<file path="src/rtl/audio_rx_pkg.sv">
package audio_rx_pkg;

    localparam int SAMPLE_W = 24;
    localparam int CNT_W    = $clog2(SAMPLE_W + 1);

    typedef enum logic [1:0] {
        FMT_RJ  = 2'b00,
        FMT_LJ  = 2'b01,
        FMT_I2S = 2'b10,
        FMT_DSP = 2'b11
    } fmt_e;

    // One captured word travelling from the deserializer to the router
    typedef struct packed {
        logic [SAMPLE_W-1:0] data;     // left-aligned, zero-filled
        logic                is_right; // 0 left channel, 1 right channel
        logic                slot;     // slot index (frame-sync mode only)
        logic                slotted;  // word is subject to slot filtering
    } rx_word_t;

    function automatic logic [CNT_W-1:0] wlen_bits(input logic [1:0] code);
        case (code)
            2'b00:   return CNT_W'(16);
            2'b01:   return CNT_W'(20);
            2'b10:   return CNT_W'(24);
            default: return CNT_W'(8);
        endcase
    endfunction

    function automatic logic [SAMPLE_W-1:0] left_align(input logic [SAMPLE_W-1:0] raw,
                                                       input logic [CNT_W-1:0]    n);
        logic [CNT_W-1:0] amt;
        amt = CNT_W'(SAMPLE_W) - n;
        return raw << amt;
    endfunction

endpackage

</file>
<file path="src/rtl/rx_edge_sync.sv">
module rx_edge_sync #(
    parameter int STAGES = 2
) (
    input  logic clk,
    input  logic rst,
    input  logic bclk_i,
    input  logic lrclk_i,
    input  logic sdata_i,
    output logic bit_stb,
    output logic lr_lvl,
    output logic sd_bit
);
    localparam int LANES = 3;

    logic [STAGES-1:0][LANES-1:0] chain;
    logic                         bclk_d;
    logic [LANES-1:0]             synced;

    assign synced = chain[STAGES-1];

    always_ff @(posedge clk) begin
        if (rst) begin
            chain <= '0;
        end else begin
            chain[0] <= {bclk_i, lrclk_i, sdata_i};
            for (int s = 1; s < STAGES; s++) begin
                chain[s] <= chain[s-1];
            end
        end
    end

    always_ff @(posedge clk) begin
        if (rst) begin
            bclk_d  <= 1'b0;
            bit_stb <= 1'b0;
            lr_lvl  <= 1'b0;
            sd_bit  <= 1'b0;
        end else begin
            bclk_d  <= synced[2];
            bit_stb <= synced[2] & ~bclk_d;
            lr_lvl  <= synced[1];
            sd_bit  <= synced[0];
        end
    end
endmodule

</file>
<file path="src/rtl/rx_frame_deser.sv">
module rx_frame_deser
    import audio_rx_pkg::*;
(
    input  logic     clk,
    input  logic     rst,
    input  logic     bit_stb,
    input  logic     lr_lvl,
    input  logic     sd_bit,
    input  fmt_e     fmt,
    input  logic [1:0] wlen_code,
    output logic     word_stb,
    output rx_word_t word
);
    logic                prev_lr;
    logic                prev_ok;
    logic                rj_armed;
    logic                active;
    logic                cur_right;
    logic [1:0]          widx;
    logic [CNT_W-1:0]    cnt;
    logic [SAMPLE_W-1:0] sh;

    logic [CNT_W-1:0]    nbits;
    logic [CNT_W-1:0]    cnt_nx;
    logic [SAMPLE_W-1:0] sh_in;
    logic                lr_edge;
    logic                lr_rise;

    always_comb begin
        nbits   = wlen_bits(wlen_code);
        cnt_nx  = cnt + CNT_W'(1);
        sh_in   = {sh[SAMPLE_W-2:0], sd_bit};
        lr_edge = prev_ok && (lr_lvl != prev_lr);
        lr_rise = prev_ok && lr_lvl && !prev_lr;
    end

    always_ff @(posedge clk) begin
        if (rst) begin
            prev_lr   <= 1'b0;
            prev_ok   <= 1'b0;
            rj_armed  <= 1'b0;
            active    <= 1'b0;
            cur_right <= 1'b0;
            widx      <= '0;
            cnt       <= '0;
            sh        <= '0;
            word_stb  <= 1'b0;
            word      <= '0;
        end else begin
            word_stb <= 1'b0;
            if (bit_stb) begin
                prev_lr <= lr_lvl;
                prev_ok <= 1'b1;
                unique case (fmt)
                    FMT_RJ: begin
                        // keep shifting; the channel change closes the word
                        sh <= sh_in;
                        if (lr_edge) begin
                            rj_armed <= 1'b1;
                            if (rj_armed) begin
                                word_stb <= 1'b1;
                                word <= '{data: left_align(sh, nbits),
                                          is_right: !prev_lr, slot: 1'b0, slotted: 1'b0};
                            end
                        end
                    end
                    FMT_LJ, FMT_I2S: begin
                        if (lr_edge) begin
                            active    <= 1'b1;
                            cur_right <= (fmt == FMT_LJ) ? !lr_lvl : lr_lvl;
                            if (fmt == FMT_LJ) begin
                                sh  <= SAMPLE_W'(sd_bit);
                                cnt <= CNT_W'(1);
                            end else begin
                                sh  <= '0;
                                cnt <= '0;
                            end
                        end else if (active) begin
                            sh  <= sh_in;
                            cnt <= cnt_nx;
                            if (cnt_nx == nbits) begin
                                active   <= 1'b0;
                                word_stb <= 1'b1;
                                word <= '{data: left_align(sh_in, nbits),
                                          is_right: cur_right, slot: 1'b0, slotted: 1'b0};
                            end
                        end
                    end
                    FMT_DSP: begin
                        if (lr_rise) begin
                            active <= 1'b1;
                            cnt    <= '0;
                            widx   <= '0;
                            sh     <= '0;
                        end else if (active) begin
                            if (cnt_nx == nbits) begin
                                word_stb <= 1'b1;
                                word <= '{data: left_align(sh_in, nbits),
                                          is_right: widx[0], slot: widx[1], slotted: 1'b1};
                                cnt  <= '0;
                                sh   <= '0;
                                widx <= widx + 2'd1;
                                if (widx == 2'd3) begin
                                    active <= 1'b0;
                                end
                            end else begin
                                sh  <= sh_in;
                                cnt <= cnt_nx;
                            end
                        end
                    end
                endcase
            end
        end
    end
endmodule

</file>
<file path="src/rtl/rx_chan_router.sv">
module rx_chan_router
    import audio_rx_pkg::*;
(
    input  logic                clk,
    input  logic                rst,
    input  logic                word_stb,
    input  rx_word_t            word,
    input  logic                src_l_sel,
    input  logic                src_r_sel,
    input  logic                tdm_en,
    input  logic                tdm_slot,
    output logic [SAMPLE_W-1:0] dac_left,
    output logic [SAMPLE_W-1:0] dac_right,
    output logic                sample_valid
);
    localparam int NCH = 2;

    logic                want_slot;
    logic                accept;
    logic                take_right;
    logic [NCH-1:0]      sel_v;
    logic [SAMPLE_W-1:0] held_left;

    always_comb begin
        want_slot  = tdm_en ? tdm_slot : 1'b0;
        accept     = word_stb && (!word.slotted || (word.slot == want_slot));
        take_right = accept && word.is_right;
        sel_v      = {src_r_sel, src_l_sel};
    end

    always_ff @(posedge clk) begin
        if (rst) begin
            held_left    <= '0;
            sample_valid <= 1'b0;
        end else begin
            sample_valid <= take_right;
            if (accept && !word.is_right) begin
                held_left <= word.data;
            end
        end
    end

    for (genvar ch = 0; ch < NCH; ch++) begin : g_ch
        logic [SAMPLE_W-1:0] q;
        always_ff @(posedge clk) begin
            if (rst) begin
                q <= '0;
            end else if (take_right) begin
                q <= sel_v[ch] ? word.data : held_left;
            end
        end
    end

    assign dac_left  = g_ch[0].q;
    assign dac_right = g_ch[1].q;
endmodule

</file>
<file path="src/rtl/serial_audio_rx.sv">
module serial_audio_rx
    import audio_rx_pkg::*;
#(
    parameter int SYNC_STAGES = 2
) (
    input  logic                clk,
    input  logic                rst,
    input  logic                bclk_i,
    input  logic                lrclk_i,
    input  logic                sdata_i,
    input  logic [1:0]          fmt_sel,
    input  logic [1:0]          wlen_sel,
    input  logic                src_l_sel,
    input  logic                src_r_sel,
    input  logic                tdm_en,
    input  logic                tdm_slot,
    output logic [SAMPLE_W-1:0] dac_left,
    output logic [SAMPLE_W-1:0] dac_right,
    output logic                sample_valid
);
    logic     bit_stb;
    logic     lr_lvl;
    logic     sd_bit;
    logic     w_stb;
    rx_word_t w_word;

    rx_edge_sync #(.STAGES(SYNC_STAGES)) u_sync (
        .clk     (clk),
        .rst     (rst),
        .bclk_i  (bclk_i),
        .lrclk_i (lrclk_i),
        .sdata_i (sdata_i),
        .bit_stb (bit_stb),
        .lr_lvl  (lr_lvl),
        .sd_bit  (sd_bit)
    );

    rx_frame_deser u_deser (
        .clk       (clk),
        .rst       (rst),
        .bit_stb   (bit_stb),
        .lr_lvl    (lr_lvl),
        .sd_bit    (sd_bit),
        .fmt       (fmt_e'(fmt_sel)),
        .wlen_code (wlen_sel),
        .word_stb  (w_stb),
        .word      (w_word)
    );

    rx_chan_router u_route (
        .clk          (clk),
        .rst          (rst),
        .word_stb     (w_stb),
        .word         (w_word),
        .src_l_sel    (src_l_sel),
        .src_r_sel    (src_r_sel),
        .tdm_en       (tdm_en),
        .tdm_slot     (tdm_slot),
        .dac_left     (dac_left),
        .dac_right    (dac_right),
        .sample_valid (sample_valid)
    );
endmodule

</file>
<file path="config.mk">
export PLATFORM = sky130hd
export DESIGN_NAME = serial_audio_rx
export DESIGN_NICKNAME = d
export VERILOG_FILES = /design/src/rtl/audio_rx_pkg.sv /design/src/rtl/rx_edge_sync.sv /design/src/rtl/rx_frame_deser.sv /design/src/rtl/rx_chan_router.sv /design/src/rtl/serial_audio_rx.sv
export SDC_FILE = /design/constraint.sdc
export NUM_CORES = 1
export LEC_CHECK = 0
export ABC_CLOCK_PERIOD_IN_PS = 3000
export BUFFER_PORTS_ARGS = -buffer_cell sky130_fd_sc_hd__clkbuf_2
export CAP_MARGIN = 20
export CORE_MARGIN = 5
export CORE_UTILIZATION = 45
export CTS_CLUSTER_SIZE = 14
export DETAILED_ROUTE_END_ITERATION = 10
export GPL_TIMING_DRIVEN = 0
export HOLD_SLACK_MARGIN = 0.08
export MAX_ROUTING_LAYER = met4
export SYNTH_ARGS = -nofsm -noshare
export SYNTH_HDL_FRONTEND = slang
export SYNTH_SLANG_ARGS = --single-unit
</file>
<file path="constraint.sdc">
create_clock -name clk -period 3 [get_ports clk]
set_clock_uncertainty 0.2 [all_clocks]
set_input_delay 0 -clock clk [delete_from_list [all_inputs] [get_ports clk]]
set_output_delay 0 -clock clk [all_outputs]
set_load 0.01 [all_outputs]
</file>
==> flow_results.xml, run 1 <==
<?xml version="1.0" encoding="UTF-8"?>
<metrics>
  <group name="worst_setup_path">
    <metric name="worstSetupPathType" unit="">flop to flop</metric>
    <metric name="critical_path.cell_chain" unit="">nand3_1 -&gt; or4b_4 -&gt; a211oi_2 -&gt; o21ai_2 -&gt; buf_6 -&gt; a222oi_1 -&gt; nor3_1</metric>
    <metric name="critical_path_required" unit="ns">3.09</metric>
    <metric name="worst_path_max_delay_cell" unit="">or4b_4</metric>
    <metric name="timing.rr.start" unit="">u_deser.cnt[0]</metric>
    <metric name="worstSetupStartpointType" unit="">flop</metric>
    <metric name="crit_start" unit="">u_deser.cnt[0]</metric>
    <metric name="reg2reg_slack" unit="ns">0.23</metric>
    <metric name="worstPathMaxFanout" unit="">10</metric>
    <metric name="critical_path.max_stage_delay" unit="ns">0.55</metric>
    <metric name="worst_path_dominant_cell_family" unit="">compound AO/OA/AOI/OAI gates</metric>
    <metric name="worstRegToRegCells" unit="">7</metric>
    <metric name="worstReg2RegEnd" unit="">u_deser.word[25]</metric>
    <metric name="worst-endpoint-arrival" unit="ns">2.86</metric>
    <metric name="critPathCaptureType" unit="">flop</metric>
    <metric name="worst-path-buf-inv" unit="">1</metric>
  </group>
  <group name="logic_synthesis">
    <metric name="synth.area.top_cells" unit="">dfxtp_1 (44%), mux2i_1 (13%), a211oi_1 (5.7%)</metric>
    <metric name="count_of_state_elements_after_synthesis" unit="">147</metric>
    <metric name="portion_of_the_post_synthesis_area_used_by_sequential_elements" unit="%">44.3</metric>
    <metric name="synth.distinct_cells" unit="">53</metric>
    <metric name="synth_warnings" unit="">0</metric>
    <metric name="synth_area_per_cell" unit="um2">9.53</metric>
    <metric name="synth_top_flop_cell" unit="">dfxtp_1</metric>
    <metric name="synth_cells" unit="">697</metric>
    <metric name="async_flop_share" unit="%">0</metric>
    <metric name="synth_top_cell_area_share" unit="%">44.3</metric>
    <metric name="synth_largest_area_cell" unit="">dfxtp_1</metric>
    <metric name="synthesis.area" unit="um2">6640</metric>
    <metric name="postSynthNetCount" unit="">716</metric>
    <metric name="synth_edf_count" unit="">0</metric>
  </group>
  <group name="power">
    <metric name="p_per_cell_area" unit="nW/um2">523</metric>
    <metric name="total_leakage_power" unit="nW">3.04</metric>
    <metric name="power_frac_comb" unit="%">4.9</metric>
    <metric name="power_report.internal_total" unit="mW">3.12</metric>
    <metric name="total_switching_power" unit="uW">959</metric>
    <metric name="clkPwrFrac" unit="%">46.7</metric>
    <metric name="peakVddDrop" unit="uV">355</metric>
    <metric name="power.share.sequential" unit="%">48.4</metric>
    <metric name="netSwitchingFraction" unit="%">23.5</metric>
  </group>
  <group name="global_routing">
    <metric name="track_usage" unit="%">20.5</metric>
    <metric name="wire_length_of_the_first_global_routing_pass" unit="um">28800</metric>
    <metric name="grt_max_degree" unit="">17</metric>
    <metric name="vias_in_the_first_global_route" unit="">5579</metric>
    <metric name="grt-ovfl-total" unit="">0</metric>
    <metric name="initial_antenna_violation_count" unit="">0</metric>
  </group>
  <group name="layout">
    <metric name="flow.area_growth_from_synthesis" unit="%">17.2</metric>
    <metric name="final_cell_mix" unit="">dfxtp_1 (147), nor2_1 (93), mux2i_1 (84)</metric>
    <metric name="design_area" unit="um2">7790</metric>
    <metric name="postLayoutCoreUtil" unit="%">53.8</metric>
    <metric name="final_common_cell" unit="">dfxtp_1</metric>
    <metric name="insertedDiodeCount" unit="">0</metric>
    <metric name="finish.net_count" unit="">802</metric>
    <metric name="drive_above_1_share" unit="%">14.9</metric>
  </group>
  <group name="timing">
    <metric name="setup_repair_after_global_routing_missed_its_margin" unit="">no</metric>
    <metric name="achievable-frequency" unit="MHz">361</metric>
    <metric name="setup_viol" unit="">0</metric>
    <metric name="finalHoldViolations" unit="">0</metric>
    <metric name="post-route-period-util" unit="%">92.3</metric>
    <metric name="fin_tns_setup" unit="ns">0</metric>
    <metric name="finalCriticalPeriod" unit="ns">2.77</metric>
    <metric name="maxSlewViolCount" unit="">0</metric>
    <metric name="hold_slack" unit="ns">0.108</metric>
    <metric name="worst_slew_pin_slew" unit="ns">0.781</metric>
    <metric name="relSlewSlack" unit="%">47.9</metric>
    <metric name="worst_slack" unit="ns">0.231</metric>
  </group>
  <group name="cts">
    <metric name="post_cts_resize_count" unit="">0</metric>
    <metric name="h-tree-depth" unit="">4</metric>
    <metric name="ctsHoldBuffers" unit="">10</metric>
    <metric name="clock_sink_count" unit="">147</metric>
    <metric name="tritoncts.num_buffers" unit="">17</metric>
    <metric name="worst_setup_hold_path_clk_slew" unit="ns">0.06</metric>
    <metric name="cts_tree" unit="">done</metric>
    <metric name="postCtsSetupRepairBufs" unit="">0</metric>
    <metric name="root_buffer" unit="">clkbuf_16</metric>
    <metric name="maximum_buffer_depth_of_the_clock_tree" unit="">2</metric>
    <metric name="worst_skew_pair.late_latency" unit="ns">0.42</metric>
  </group>
  <group name="die">
    <metric name="initial_cell_density_of_the_core" unit="%">45.9</metric>
    <metric name="die_w" unit="um">131</metric>
    <metric name="die_area" unit="um2">17300</metric>
    <metric name="die_h" unit="um">131</metric>
    <metric name="coreArea" unit="um2">14500</metric>
    <metric name="rows" unit="">44</metric>
    <metric name="boundaryPins" unit="">62</metric>
  </group>
  <group name="routing">
    <metric name="detail_route.iter0.violations" unit="">462</metric>
    <metric name="drt_pass1_iterations" unit="">6</metric>
    <metric name="antenna_violating_nets_post_route" unit="">0</metric>
    <metric name="met3_length" unit="um">875</metric>
    <metric name="route.top_layer_used" unit="">met4</metric>
    <metric name="detail_route.wirelength.met1" unit="um">7820</metric>
    <metric name="route.vias.total" unit="">5645</metric>
    <metric name="route.met2.wl" unit="um">7940</metric>
    <metric name="drt_wl_total" unit="um">17000</metric>
    <metric name="drc" unit="">0</metric>
    <metric name="wire_per_inst" unit="um">17.3</metric>
    <metric name="viasPerCell" unit="">5.76</metric>
  </group>
  <group name="placement">
    <metric name="placed_cell_area" unit="um2">7160</metric>
    <metric name="place_worst_setup_slack" unit="ns">0.277</metric>
    <metric name="number_of_i_o_port_buffers" unit="">57</metric>
    <metric name="final_estimated_routing_congestion_in_global_placement" unit="">0.930</metric>
    <metric name="detailed_place_hpwl" unit="um">12700</metric>
  </group>
  <group name="hold_path">
    <metric name="whs_path_depth" unit="">7</metric>
    <metric name="hold_start" unit="">fmt_sel[1]</metric>
    <metric name="hold_path.class" unit="">input pin to flop</metric>
    <metric name="min_to" unit="">u_deser.cnt[0]</metric>
  </group>
  <group name="outcome">
    <metric name="outcome" unit="">complete, no violations</metric>
  </group>
  <group name="flow_run">
    <metric name="max_cap_violations" unit="">0</metric>
  </group>
</metrics>
worst reg2reg max path, cell delays in order, from the launching register on:
cell,delay [ns]
dfxtp_1,0.46
nand3_1,0.13
or4b_4,0.55
a211oi_2,0.35
o21ai_2,0.18
buf_6,0.19
a222oi_1,0.50
nor3_1,0.08
logic make-up (layout without fill, tap and decap cells):
| logic type | Yosys count | after routing | synth area share (%) |
|---|---|---|---|
| AND/OR/NAND/NOR | 215 | 215 | 15.2 |
| multiplexers | 92 | 92 | 15.4 |
| flip-flops | 147 | 147 | 44.3 |
| AO/OA/AOI/OAI | 164 | 164 | 18.9 |
| buffers and inverters | 70 | 169 | 4.69 |
| adder cells (fa/ha/maj) | 6 | 6 | 1.13 |
| XOR/XNOR | 3 | 3 | 0.396 |
sequential cells by signal (all words and copies together), names as in the netlist, 2 cells and up:
signal	flops
u_deser.cnt	5
u_deser.sh	24
u_deser.widx	2
u_deser.word	27
u_route.dac_left	24
u_route.dac_right	24
u_route.held_left	24
u_sync.chain	3
u_sync.synced	3
metrics by stage:
step / std cells / power [mW]
floorplan: 697 / 2.15
global placement: 938 / 2.20
detailed placement: 938 / 2.20
CTS: 980 / 4.11
global route: 980 / 4.21
finish: 980 / 4.08
how the worst max path moves through the flow:
stage | endpoint | cells past startpoint | slack, ns
detailed placement | u_deser.word[25] | 7 | 0.28
floorplan | u_deser.word[25] | 8 | 0.70
finish | u_deser.word[25] | 7 | 0.23
global route | u_deser.word[24] | 7 | 0.11
CTS | u_deser.word[25] | 7 | 0.25
global placement | u_deser.word[25] | 7 | 0.34
metal layers:
| layer | vias to the layer above | global-route usage, % |
|---|---|---|
| met5 | - | - |
| met4 | 0 | 7.49 |
| met3 | 31 | 4.36 |
| met2 | 170 | 32.2 |
| met1 | 2677 | 26.0 |
| li1 | 2767 | - |
cells in the mapped netlist, types with 13 or more instances:
master / number
clkbuf_1: 42
a22o_1: 28
nand2_1: 23
a211oi_1: 50
nor2b_1: 19
dfxtp_1: 147
nor3_1: 42
nand3_1: 14
o21ai_0: 23
mux2i_1: 84
nor2_1: 93
a222oi_1: 20
a21oi_1: 13
power by group through the flow:
stage / combinational, mW / sequential [mW] / clock [mW]
6_report: 0.199 / 1.97 / 1.90
3_3_place_gp: 0.185 / 2.01 / 0
4_1_cts: 0.199 / 1.97 / 1.94
5_1_grt: 0.219 / 1.97 / 2.02
2_1_floorplan: 0.139 / 2.01 / 0
3_5_place_dp: 0.189 / 2.01 / 0
cell type report:
cell class | count | area, um2
Fill cell | 1337 | 6690
Multi-Input combinational cell | 480 | 3390
Sequential cell | 147 | 2940
Clock buffer | 21 | 450
Timing Repair Buffer | 67 | 385
Buffer | 66 | 297
Tap cell | 184 | 230
Clock inverter | 11 | 78.8
Inverter | 4 | 15.0
Power figures use the tool's default switching activity.
==> run 2: changes to the inputs <==
- CORE_UTILIZATION: 45 -> 25
- RECOVER_POWER: default -> 100
==> run 2 against run 1 <==
  * Flip-flop and latch count unchanged
  * Hold slack better by 0.0052 ns
  * Highest routed layer unchanged
  * Register-to-register slack about the same
  * Final cell count grew 15%
  * Sequential share of layout area fell by 0.83 points
  * Die area rose by 73%
  * Global-route usage decreased by 8.5 points
  * Combinational power is essentially flat
  * Non-clock buffer count did not move
  * Sequential power about the same
  * Clock power increased by 13%
==> flow_results.xml, run 2 (synthesis gave the netlist of run 1 again) <==
<?xml version="1.0" encoding="UTF-8"?>
<metrics>
  <group name="global_routing">
    <metric name="initial_antenna_violation_count" unit="">0</metric>
    <metric name="grt_max_degree" unit="">17</metric>
    <metric name="wire_length_of_the_first_global_routing_pass" unit="um">28800</metric>
    <metric name="track_usage" unit="%">12.0</metric>
    <metric name="vias_in_the_first_global_route" unit="">5326</metric>
    <metric name="grt-ovfl-total" unit="">0</metric>
  </group>
  <group name="worst_setup_path">
    <metric name="critical_path_required" unit="ns">3.11</metric>
    <metric name="worstSetupPathType" unit="">flop to flop</metric>
    <metric name="reg2reg_slack" unit="ns">0.23</metric>
    <metric name="worstPathMaxFanout" unit="">10</metric>
    <metric name="worstSetupStartpointType" unit="">flop</metric>
    <metric name="critPathCaptureType" unit="">flop</metric>
    <metric name="worst-endpoint-arrival" unit="ns">2.88</metric>
  </group>
  <group name="cts">
    <metric name="postCtsSetupRepairBufs" unit="">0</metric>
    <metric name="root_buffer" unit="">clkbuf_16</metric>
    <metric name="worst_skew_pair.late_latency" unit="ns">0.43</metric>
    <metric name="ctsHoldBuffers" unit="">10</metric>
    <metric name="cts_tree" unit="">done</metric>
    <metric name="h-tree-depth" unit="">4</metric>
    <metric name="maximum_buffer_depth_of_the_clock_tree" unit="">2</metric>
    <metric name="worst_setup_hold_path_clk_slew" unit="ns">0.06</metric>
    <metric name="tritoncts.num_buffers" unit="">17</metric>
    <metric name="clock_sink_count" unit="">147</metric>
    <metric name="post_cts_resize_count" unit="">0</metric>
  </group>
  <group name="power">
    <metric name="total_leakage_power" unit="nW">2.88</metric>
    <metric name="peakVddDrop" unit="uV">392</metric>
    <metric name="p_per_cell_area" unit="nW/um2">542</metric>
    <metric name="report.power.total" unit="mW">4.31</metric>
  </group>
  <group name="die">
    <metric name="boundaryPins" unit="">62</metric>
    <metric name="initial_cell_density_of_the_core" unit="%">25.4</metric>
    <metric name="coreArea" unit="um2">26100</metric>
    <metric name="rows" unit="">59</metric>
    <metric name="die_w" unit="um">173</metric>
    <metric name="die_h" unit="um">173</metric>
    <metric name="die_area" unit="um2">29900</metric>
  </group>
  <group name="timing">
    <metric name="post-route-period-util" unit="%">92.3</metric>
    <metric name="worst_slack" unit="ns">0.230</metric>
    <metric name="finalCriticalPeriod" unit="ns">2.77</metric>
    <metric name="worst_slew_pin_slew" unit="ns">0.788</metric>
    <metric name="maxSlewViolCount" unit="">0</metric>
    <metric name="finalHoldViolations" unit="">0</metric>
    <metric name="setup_viol" unit="">0</metric>
    <metric name="relSlewSlack" unit="%">47.4</metric>
    <metric name="achievable-frequency" unit="MHz">361</metric>
    <metric name="fin_tns_setup" unit="ns">0</metric>
    <metric name="setup_repair_after_global_routing_missed_its_margin" unit="">no</metric>
  </group>
  <group name="routing">
    <metric name="wire_per_inst" unit="um">15.6</metric>
    <metric name="drt_wl_total" unit="um">17600</metric>
    <metric name="detail_route.iter0.violations" unit="">535</metric>
    <metric name="antenna_violating_nets_post_route" unit="">0</metric>
    <metric name="viasPerCell" unit="">4.93</metric>
    <metric name="drt_pass1_iterations" unit="">6</metric>
    <metric name="drc" unit="">0</metric>
    <metric name="route.vias.total" unit="">5576</metric>
  </group>
  <group name="layout">
    <metric name="finish.net_count" unit="">802</metric>
    <metric name="drive_above_1_share" unit="%">8.17</metric>
    <metric name="final_cell_mix" unit="">dfxtp_1 (147), clkbuf_1 (100), nor2_1 (93)</metric>
    <metric name="flow.area_growth_from_synthesis" unit="%">19.9</metric>
    <metric name="flip_flop_count_of_the_largest_register_all_copies_and_words_added" unit="">27</metric>
    <metric name="fillers" unit="">2769</metric>
    <metric name="top_register" unit="">u_deser.word</metric>
    <metric name="final_common_cell" unit="">dfxtp_1</metric>
    <metric name="insertedDiodeCount" unit="">0</metric>
  </group>
  <group name="hold_path">
    <metric name="hold_path.class" unit="">input pin to flop</metric>
  </group>
  <group name="outcome">
    <metric name="outcome" unit="">complete, no violations</metric>
  </group>
  <group name="placement">
    <metric name="final_estimated_routing_congestion_in_global_placement" unit="">0.844</metric>
    <metric name="place_worst_setup_slack" unit="ns">0.340</metric>
    <metric name="detailed_place_hpwl" unit="um">12900</metric>
    <metric name="number_of_i_o_port_buffers" unit="">57</metric>
  </group>
  <group name="flow_run">
    <metric name="max_cap_violations" unit="">0</metric>
  </group>
</metrics>
-- run 2: changes by cell type in the layout (fill, tap and decap cells not counted), moves of 2 or more --
cell	before	now
clkbuf_1	45	100
clkbuf_2	57	8
clkinv_2	4	0
and2_0	0	2
and2_1	3	1
buf_1	7	5
buf_2	12	10
bufinv_16	0	2
-- run 2: stage by stage --
step                      hold WS, ns  cell area, um2  instances  utilization (%)
after floorplan               -0.0718            6640        697                -
after global placement         0.0269            7350       1089             28.1
after detailed placement       0.0268            7350       1089             28.1
after CTS                      0.0850            8040       1131             30.7
after global routing            0.134            7960       1131             30.5
final                           0.113            7960       1131             30.5
-- run 2: routing by layer --
| metal | up-vias | track usage, % | part of all wire [%] | wire length (um) |
|---|---|---|---|---|
| li1 | 2756 | - | - | - |
| met1 | 2648 | 15.7 | 49 | 8560 |
| met2 | 155 | 18.3 | 44 | 7820 |
| met3 | 17 | 3.23 | 5.9 | 1050 |
| met4 | 0 | 3.16 | 1.0 | 178 |
| met5 | - | - | 0 | 0 |
-- run 2: critical path, cell delays in order (launching register included) --
cell and delay (ns):
dfxtp_1 0.46, nand3_1 0.14, or4b_4 0.55, a21oi_1 0.46, o31ai_1 0.14, and3_1 0.18
buf_2 0.15, buf_6 0.14, a22o_1 0.23
-- run 2: where the power goes --
part           switching [mW]  total (mW)  internal [mW]  leakage [nW]
sequential            0.00889        1.97           1.96          1.19
clock                   0.858        2.14           1.28         0.281
combinational           0.130       0.201         0.0710          1.42
-- run 2: final cells by class --
cell class | count | area (um2) | area share [%]
inverter | 4 | 15.0 | 0.189
multi-input combinational | 480 | 3380 | 42.5
sequential | 147 | 2940 | 37.0
buffer | 66 | 287 | 3.60
tap | 335 | 419 | 5.27
clock inverter | 9 | 121 | 1.52
clock buffer | 23 | 468 | 5.88
timing repair buffer | 67 | 324 | 4.07
-- run 2: path summary, 6_finish.rpt --
path                      end      startpoint  cells after the start
min reg2reg    u_sync.bit_stb   u_sync.bclk_d                      1
min          u_deser.word[19]     wlen_sel[0]                      4
max            u_deser.sh[16]  u_deser.cnt[0]                      8
max reg2reg    u_deser.sh[16]  u_deser.cnt[0]                      8
